### src/rtl/oct_pkg.sv
package oct_pkg;

  // Bit positions inside a pair control word
  localparam int FLAG_LSB = 0;
  localparam int IE_LSB   = 2;
  localparam int OE_LSB   = 4;
  localparam int LINK_POS = 6;

  // Per-channel strobes and settings from control to datapath
  typedef struct packed {
    logic load;          // store bus write data into the compare value
    logic pinEn;         // output pin may invert
    logic partnerToggle; // also invert on the partner channel's match
  } chanCtl_t;

endpackage

### src/rtl/oct_datapath.sv
module oct_datapath
  import oct_pkg::*;
#(
  parameter int NUM_PAIRS = 2,
  parameter int CNT_W     = 16
) (
  input  logic                              clk,
  input  logic                              rstN,
  input  logic [CNT_W-1:0]                  timerCount,
  input  chanCtl_t [2*NUM_PAIRS-1:0]        ctl,
  input  logic [CNT_W-1:0]                  wrData,
  output logic [2*NUM_PAIRS-1:0][CNT_W-1:0] cmpVal,
  output logic [2*NUM_PAIRS-1:0]            matchEv,
  output logic [2*NUM_PAIRS-1:0]            outPin
);

  localparam int NCH = 2 * NUM_PAIRS;

  logic [CNT_W-1:0] prevCount;
  logic             advance;
  logic [NCH-1:0]   toggleHit;

  // Count seen at the previous edge; tracked through reset, so the
  // first edge after reset sees no change.
  always_ff @(posedge clk) begin
    prevCount <= timerCount;
  end

  assign advance = (timerCount != prevCount);

  always_ff @(posedge clk) begin
    if (!rstN) begin
      cmpVal <= '1;
    end else begin
      for (int i = 0; i < NCH; i++) begin
        if (ctl[i].load) cmpVal[i] <= wrData;
      end
    end
  end

  for (genvar i = 0; i < NCH; i++) begin : g_chan
    logic partnerHit;

    assign matchEv[i] = advance && (timerCount == cmpVal[i]);

    if (i % 2 == 1) begin : g_second
      assign partnerHit = matchEv[i-1] && ctl[i].partnerToggle;
    end else begin : g_first
      assign partnerHit = 1'b0;
    end

    assign toggleHit[i] = ctl[i].pinEn && (matchEv[i] || partnerHit);

    // a pin only moves when its pin enable was set
    p_toggle_needs_enable_r4: assert property (@(posedge clk) disable iff (!rstN)
      (outPin[i] != $past(outPin[i])) |-> $past(ctl[i].pinEn));

    // a held count leaves the pin unchanged
    p_stall_no_toggle_r6: assert property (@(posedge clk) disable iff (!rstN)
      $stable(timerCount) |=> $stable(outPin[i]));

    // loading a compare value under a held count does not move the pin
    p_load_no_toggle_r9: assert property (@(posedge clk) disable iff (!rstN)
      (ctl[i].load && (timerCount == prevCount)) |=> $stable(outPin[i]));
  end

  always_ff @(posedge clk) begin
    if (!rstN) begin
      outPin <= '0;
    end else begin
      outPin <= outPin ^ toggleHit;
    end
  end

endmodule

### src/rtl/oct_control.sv
module oct_control
  import oct_pkg::*;
#(
  parameter int NUM_PAIRS = 2,
  parameter int CNT_W     = 16,
  parameter int ADDR_W    = 3
) (
  input  logic                              clk,
  input  logic                              rstN,
  input  logic                              busWe,
  input  logic [ADDR_W-1:0]                 busAddr,
  input  logic [CNT_W-1:0]                  busWdata,
  input  logic [2*NUM_PAIRS-1:0][CNT_W-1:0] cmpVal,
  input  logic [2*NUM_PAIRS-1:0]            matchEv,
  output chanCtl_t [2*NUM_PAIRS-1:0]        ctl,
  output logic [CNT_W-1:0]                  rdData,
  output logic [NUM_PAIRS-1:0]              irq
);

  localparam int NCH = 2 * NUM_PAIRS;

  logic [NCH-1:0]       flagReg;
  logic [NCH-1:0]       ieReg;
  logic [NCH-1:0]       oeReg;
  logic [NUM_PAIRS-1:0] linkReg;
  logic [NUM_PAIRS-1:0] ctrlSel;

  always_comb begin
    for (int p = 0; p < NUM_PAIRS; p++) begin
      ctrlSel[p] = busWe && (busAddr == ADDR_W'(NCH + p));
    end
    for (int i = 0; i < NCH; i++) begin
      ctl[i].load          = busWe && (busAddr == ADDR_W'(i));
      ctl[i].pinEn         = oeReg[i];
      ctl[i].partnerToggle = (i % 2 == 1) && linkReg[i/2];
    end
  end

  always_ff @(posedge clk) begin
    if (!rstN) begin
      flagReg <= '0;
      ieReg   <= '0;
      oeReg   <= '0;
      linkReg <= '0;
    end else begin
      for (int p = 0; p < NUM_PAIRS; p++) begin
        if (ctrlSel[p]) begin
          ieReg[2*p +: 2] <= busWdata[IE_LSB +: 2];
          oeReg[2*p +: 2] <= busWdata[OE_LSB +: 2];
          linkReg[p]      <= busWdata[LINK_POS];
        end
      end
      // Clearing write first, then a match sets: the match wins a tie
      for (int i = 0; i < NCH; i++) begin
        flagReg[i] <= (flagReg[i] & ~(ctrlSel[i/2] & ~busWdata[FLAG_LSB + (i % 2)]))
                      | matchEv[i];
      end
    end
  end

  always_comb begin
    for (int p = 0; p < NUM_PAIRS; p++) begin
      irq[p] = |(flagReg[2*p +: 2] & ieReg[2*p +: 2]);
    end
  end

  always_comb begin
    rdData = '0;
    for (int i = 0; i < NCH; i++) begin
      if (busAddr == ADDR_W'(i)) rdData = cmpVal[i];
    end
    for (int p = 0; p < NUM_PAIRS; p++) begin
      if (busAddr == ADDR_W'(NCH + p)) begin
        rdData[FLAG_LSB +: 2] = flagReg[2*p +: 2];
        rdData[IE_LSB +: 2]   = ieReg[2*p +: 2];
        rdData[OE_LSB +: 2]   = oeReg[2*p +: 2];
        rdData[LINK_POS]      = linkReg[p];
      end
    end
  end

  for (genvar i = 0; i < NCH; i++) begin : g_flagChk
    // a match leaves the flag set
    p_match_sets_flag_r3: assert property (@(posedge clk) disable iff (!rstN)
      matchEv[i] |=> flagReg[i]);

    // a zero written to a flag with no match clears it
    p_flag_clear_r7: assert property (@(posedge clk) disable iff (!rstN)
      (ctrlSel[i/2] && !busWdata[FLAG_LSB + (i % 2)] && !matchEv[i]) |=> !flagReg[i]);
  end

  for (genvar p = 0; p < NUM_PAIRS; p++) begin : g_irqChk
    // a request only rises after a bus write or a match of its pair
    p_irq_source_r8: assert property (@(posedge clk) disable iff (!rstN)
      $rose(irq[p]) |-> ($past(busWe) || $past(|matchEv[2*p +: 2])));
  end

endmodule

### src/rtl/compare_toggle_unit.sv
module compare_toggle_unit
  import oct_pkg::*;
#(
  parameter int NUM_PAIRS = 2,
  parameter int CNT_W     = 16,
  parameter int ADDR_W    = 3
) (
  input  logic                     clk,
  input  logic                     rstN,
  input  logic [CNT_W-1:0]         timerCount,
  input  logic                     busWe,
  input  logic [ADDR_W-1:0]        busAddr,
  input  logic [CNT_W-1:0]         busWdata,
  output logic [CNT_W-1:0]         busRdata,
  output logic [2*NUM_PAIRS-1:0]   outPin,
  output logic [NUM_PAIRS-1:0]     irq
);

  localparam int NCH = 2 * NUM_PAIRS;

  chanCtl_t [NCH-1:0]        chanCtl;
  logic [NCH-1:0][CNT_W-1:0] cmpVal;
  logic [NCH-1:0]            matchEv;

  oct_control #(
    .NUM_PAIRS(NUM_PAIRS),
    .CNT_W    (CNT_W),
    .ADDR_W   (ADDR_W)
  ) i_control (
    .clk     (clk),
    .rstN    (rstN),
    .busWe   (busWe),
    .busAddr (busAddr),
    .busWdata(busWdata),
    .cmpVal  (cmpVal),
    .matchEv (matchEv),
    .ctl     (chanCtl),
    .rdData  (busRdata),
    .irq     (irq)
  );

  oct_datapath #(
    .NUM_PAIRS(NUM_PAIRS),
    .CNT_W    (CNT_W)
  ) i_datapath (
    .clk       (clk),
    .rstN      (rstN),
    .timerCount(timerCount),
    .ctl       (chanCtl),
    .wrData    (busWdata),
    .cmpVal    (cmpVal),
    .matchEv   (matchEv),
    .outPin    (outPin)
  );

endmodule

### config.mk
export PLATFORM = sky130hd
export DESIGN_NAME = compare_toggle_unit
export DESIGN_NICKNAME = d
export VERILOG_FILES = /design/src/rtl/oct_pkg.sv /design/src/rtl/oct_datapath.sv /design/src/rtl/oct_control.sv /design/src/rtl/compare_toggle_unit.sv
export SDC_FILE = /design/constraint.sdc
export NUM_CORES = 1
export LEC_CHECK = 0
export ABC_AREA = 1
export BUFFER_PORTS_ARGS = -buffer_cell sky130_fd_sc_hd__clkbuf_2
export CAP_MARGIN = 20
export CORE_MARGIN = 3
export CORE_UTILIZATION = 30
export DETAILED_ROUTE_END_ITERATION = 6
export PLACE_DENSITY = 0.45
export SYNTH_ARGS = -nofsm -noshare
export SYNTH_HDL_FRONTEND = slang
export SYNTH_SLANG_ARGS = --single-unit
### constraint.sdc
create_clock -name clk -period 1.7 [get_ports clk]
set_input_delay 0 -clock clk [delete_from_list [all_inputs] [get_ports clk]]
set_output_delay 0 -clock clk [all_outputs]
set_load 0.02 [all_outputs]
# Word level (Yosys, flattened, before mapping)
# Cells that the tools add are included.
# op_classes
n_eq_ne	10
n_reduce_logical	21
n_shift	0
magnitude_cmp	0
n_addsub	0
div	0
mux	6
n_bitwise	21
multipliers	0
# op_table
op	count
equality test 16 bit	4
two-way mux 16 bit	4
logical AND 1 bit	16
inequality test 16 bit	1
two-way mux 7 bit	2
bitwise AND 1 bit	8
equality test 3 x 2 -> 1 bit, second input constant	2
equality test 3 bit, second input constant	2
NOT 1 bit	6
bitwise AND 2 bit	2
OR 1 bit	4
OR reduction 2 bit	2
XOR 4 bit	1
equality test 3 x 1 -> 1 bit, second input constant	1
logical NOT 3 bit	1
logical OR 1 bit	2
# totals
in_bits	38
output_inout_bits	22
romBits	0
latchBits	0
memories	0
register_bits	98
mem_bits_rw	0

# Longest topological paths before layout
# logic_depth
depth_word	7
ltp_mapped	13
mapped_depth_nobuf	12

# Cells and area by module
# A second synthesis with hierarchy kept.
# hier_totals
cells_unflattened	800
area_unflattened_um2	5330.1
# by_module_without_submodules
module	n_inst	seq_area_each_um2	cells_each	area_each_um2
oct_datapath	1	1681.6	587	4080.2
oct_control	1	280.3	213	1249.9

# Worst setup path after synthesis
# No wires, ideal clock.
# synth_path
path_kind	register to register
from	reg i_datapath.prevCount[10]
to	reg i_datapath.outPin[1]
slack_ns	0.476
stages_incl_launch_ff	12
period_less_slack_ns	1.224
required_ns	1.585
arrival_ns	1.109
cell_sequence	dfxtp_1 > inv_1 > nand2_1 > nand2_1 > nor2_1 > nand2_1 > nor2_1 > nand2_2 > nand3_1 > nand2_2 > a21oi_1 > nor2_1
# synth_between
elab_chain_cells	6
# synth_rtl
item	line	source
start: declaration	oct_datapath.sv:19	logic [CNT_W-1:0] prevCount;
start signal: assignment	oct_datapath.sv:26	prevCount <= timerCount;
inequality test 16 bit *	oct_datapath.sv:29	assign advance = (timerCount != prevCount);
logical AND 1 bit	oct_datapath.sv:44	assign matchEv[i] = advance && (timerCount == cmpVal[i]);
logical AND 1 bit	oct_datapath.sv:47	assign partnerHit = matchEv[i-1] && ctl[i].partnerToggle;
logical OR 1 bit *	oct_datapath.sv:52	assign toggleHit[i] = ctl[i].pinEn && (matchEv[i] || partnerHit);
logical AND 1 bit *	oct_datapath.sv:52	
XOR 4 bit *	oct_datapath.sv:71	outPin <= outPin ^ toggleHit;
end signal: assignment	oct_datapath.sv:71	
end: declaration	oct_datapath.sv:14	output logic [2*NUM_PAIRS-1:0] outPin
# Mark *: on every way between the ends. The rest lies on a longest branch, timed or not.
# A chain may end at the register's enable or synchronous reset.

# Final worst setup path
# layout_path
from	in timerCount[0]
to	reg i_datapath.outPin[1]
# layout_between
elab_chain_cells	6
# layout_rtl
item	line	source
start: declaration	compare_toggle_unit.sv:10	input logic [CNT_W-1:0] timerCount,
inequality test 16 bit / equality test 16 bit (equally long branches)	oct_datapath.sv:29, oct_datapath.sv:44	
logical AND 1 bit	oct_datapath.sv:44	
logical AND 1 bit	oct_datapath.sv:47	
logical OR 1 bit *	oct_datapath.sv:52	
logical AND 1 bit *	oct_datapath.sv:52	
XOR 4 bit *	oct_datapath.sv:71	
# Marked as above.

==> flow_metrics.tcl <==
set metrics [dict create \
    internal-power_uw 4140 \
    r2r_end "i_datapath.outPin[1]" \
    worstSetupPathDepth 12 \
    dpl_cell_area_sq_um 5480 \
    cellLeakagePower_uw 0.00295 \
    r2r-start "i_datapath.prevCount[1]" \
    power_density_nw_per_um2 915 \
    critPathKind "in2reg" \
    cts_root_buf "clkbuf_16" \
    dp_slack_ps 129 \
    grt_max_degree 69 \
    cts_tree "yes" \
    row_count 46 \
    grt_pass1_wl_mm 25.7 \
    insertion_delay_ps 360 \
    cp-end-kind "flip-flop" \
    dieArea_sq_um 18100 \
    final_util_pct 38.5 \
    grt_overflow_total 0 \
    syn_inst 727 \
    syn_nets 765 \
    core_sq_um 16100 \
    slowest_delay_ps 530 \
    fin_ws_ps 124 \
    antenna_found_initial 0 \
    drcViolationCount 0 \
    hold_viol 0 \
    final-setup-viol-count 0 \
    fmax_mhz 634 \
    slowest_stage "dlygate4sd3_1" \
    finalInstanceArea_sq_um 6190 \
    pin_count 60 \
    reg2reg_depth 11 \
    routed_wl_mm 16.6 \
    p_sw_uw 1520 \
    dpl.hpwl_mm 11.8 \
    skew_ps 9.38 \
    cp.arrival_ps 1820 \
    cp_common_cell "nor2_1" \
    p_clk_share_pct 42.5 \
    worst_pin_slew_ps 630 \
    antenna_cells 0 \
    maxSlewHeadroom_pct 57.9 \
    syn2layout_area_growth_pct 24.6 \
    clk_pin_slew_ps 70 \
    numPortBuffers 59 \
    htreeDepth 3 \
    antenna_left 0 \
    endpoint "i_datapath.outPin[1]" \
    die_height_microns 135 \
    comb_power_share_pct 14.5 \
    first_pass_iters 5 \
    drive_gt1_share_pct 14.1 \
    crit_start "timerCount[0]" \
    ys_ff_latch 98 \
    track_usage_pct 18.6 \
    min_period_ps 1580 \
    vias 4870 \
    cts.sink_count 98 \
    crit_path_max_fanout 8 \
    syn-cell-area_sq_um 4970 \
    clockBufferDepth 2 \
    p_seq_share_pct 43.0 \
    yosysWarnings 0 \
    ir_drop_mv 0.497 \
    nets 848 \
    r2r_slack_ps 170 \
    fillers 1708 \
    synth_edf_count 0 \
    drv_cap 0 \
    synth.avg_cell_area_sq_um 6.83 \
    hold_path.class "in2reg" \
    critPathLaunchType "input port" \
    synth_flop_cell "dfxtp_1" \
    ys_async_sr_fraction_pct 0 \
    fin_crit_sh_pct 92.7 \
    drt_iter0_markers 331 \
    ys_types 30 \
    dieWidth_microns 135 \
    outcome "finished clean" \
    swShare_pct 26.9 \
    avgRoutedWirePerCell_microns 16.1 \
    grt_pass1_vias 4633 \
    place_congestion 0.858 \
    final_max_slew_viol_count 0 \
    path_cells "dlygate4sd3_1 -> clkbuf_2 -> nor2_1 -> nor2_1 -> nor2_1 -> nand2_1 -> nor2_2 -> nand2_4 -> nand3_1 -> nand2_2 -> a21oi_1 -> nor2_1" \
    yosysSeqAreaShare_pct 39.5 \
    path_delay_family "simple AND/OR/NAND/NOR gates" \
    path_buf_inv 2 \
    crit_required_ps 1950 \
    via_per_inst 4.72 \
    cts_inserted_buffers 9 \
    initial_core_util_pct 30.9 \
]
worst reg2reg max path: stages (launching register included):
cell	delay [ps]
dfxtp_1	330
nand2_1	50
inv_1	70
nor2_1	40
nor2_1	180
nand2_1	100
nor2_2	140
nand2_4	100
nand3_1	130
nand2_2	80
a21oi_1	140
nor2_1	60
metrics by stage:
stage	TNS [ps]	total power, uW	cells	hold slack [ps]
final	0	5660	1031	108
after global routing	-0.989	5930	1031	115
after CTS	0	5730	1032	102
after detailed placement	0	3250	983	234
after global placement	0	3240	983	229
after floorplan	0	2970	727	27.7
area by class of cell:
class,instances,area [sq um],share of cell area [%]
Clock buffer,10,229,3.70
Clock inverter,6,114,1.84
Inverter,73,274,4.43
Multi-Input combinational cell,519,2550,41.3
Sequential cell,98,1960,31.7
Tap cell,216,270,4.37
Timing Repair Buffer,109,786,12.7
logic make-up (layout without fill, tap and decap cells):
group | after synthesis | count (layout) | share of synthesized area, %
buf+inv | 110 | 198 | 9.47
xor+xnor | 46 | 46 | 8.11
flops | 98 | 98 | 39.5
simple gates | 378 | 378 | 30.7
compound gates | 95 | 95 | 12.2
metal layers:
metal	global-route usage [%]	wire (microns)
met1	25.0	7570
met2	29.6	7630
met3	3.99	1020
met4	6.62	343
met5	0	0
worst min path at each step:
stage	endpoint	startpoint	depth (start not counted)
CTS	i_datapath.cmpVal[36]	rstN	3
detailed placement	i_datapath.prevCount[15]	timerCount[15]	1
floorplan	i_datapath.prevCount[0]	timerCount[0]	0
global placement	i_datapath.prevCount[6]	timerCount[6]	1
finish	i_datapath.cmpVal[36]	rstN	3
global route	i_datapath.prevCount[1]	timerCount[1]	1
power by group through the flow:
stage / Sequential [uW] / Combinational [uW] / Clock [uW]
6_report: 2440 / 821 / 2410
5_1_grt: 2450 / 916 / 2560
4_1_cts: 2430 / 823 / 2470
3_5_place_dp: 2490 / 760 / 0
3_3_place_gp: 2480 / 756 / 0
2_1_floorplan: 2480 / 492 / 0
cells in the mapped netlist (9+ instances only):
cell,count,area (sq um)
a21oi_1,28,140
buf_2,17,85.1
clkbuf_1,12,45.0
dfxtp_1,98,1960
inv_1,63,236
inv_2,9,33.8
nand2_1,258,968
nand3_1,57,285
nor2_1,51,191
o211ai_1,16,120
o21ai_0,24,120
xnor2_1,31,272
xor2_1,15,131
sequential cells by signal (all words and copies together), names as in the netlist:
register / flops
i_control.flagReg: 4
i_control.ieReg: 4
i_control.linkReg: 2
i_control.oeReg: 4
i_datapath.cmpVal: 64
i_datapath.outPin: 4
i_datapath.prevCount: 16
placed cells by master, fill, tap and decap left out, types with 7 or more instances in the layout:
cell and n:
a21oi_1 28, buf_4 17, clkbuf_16 9, clkbuf_2 47
dfxtp_1 98, dlygate4sd3_1 32, inv_1 63, inv_2 9
nand2_1 256, nand3_1 57, nor2_1 47, nor2_2 7
o211ai_1 16, o21ai_0 24, o221ai_1 7, xnor2_1 31
xor2_1 15
timing repair:
action                                  in CTS  in global routing
endpoints found under the setup margin       0                  4
setup buffers                                0                  0
endpoints found under the hold margin       80                  0
hold buffers                                33                  0
resized for setup                            0                 25
No activity file was read; power rests on OpenSTA's default activity.
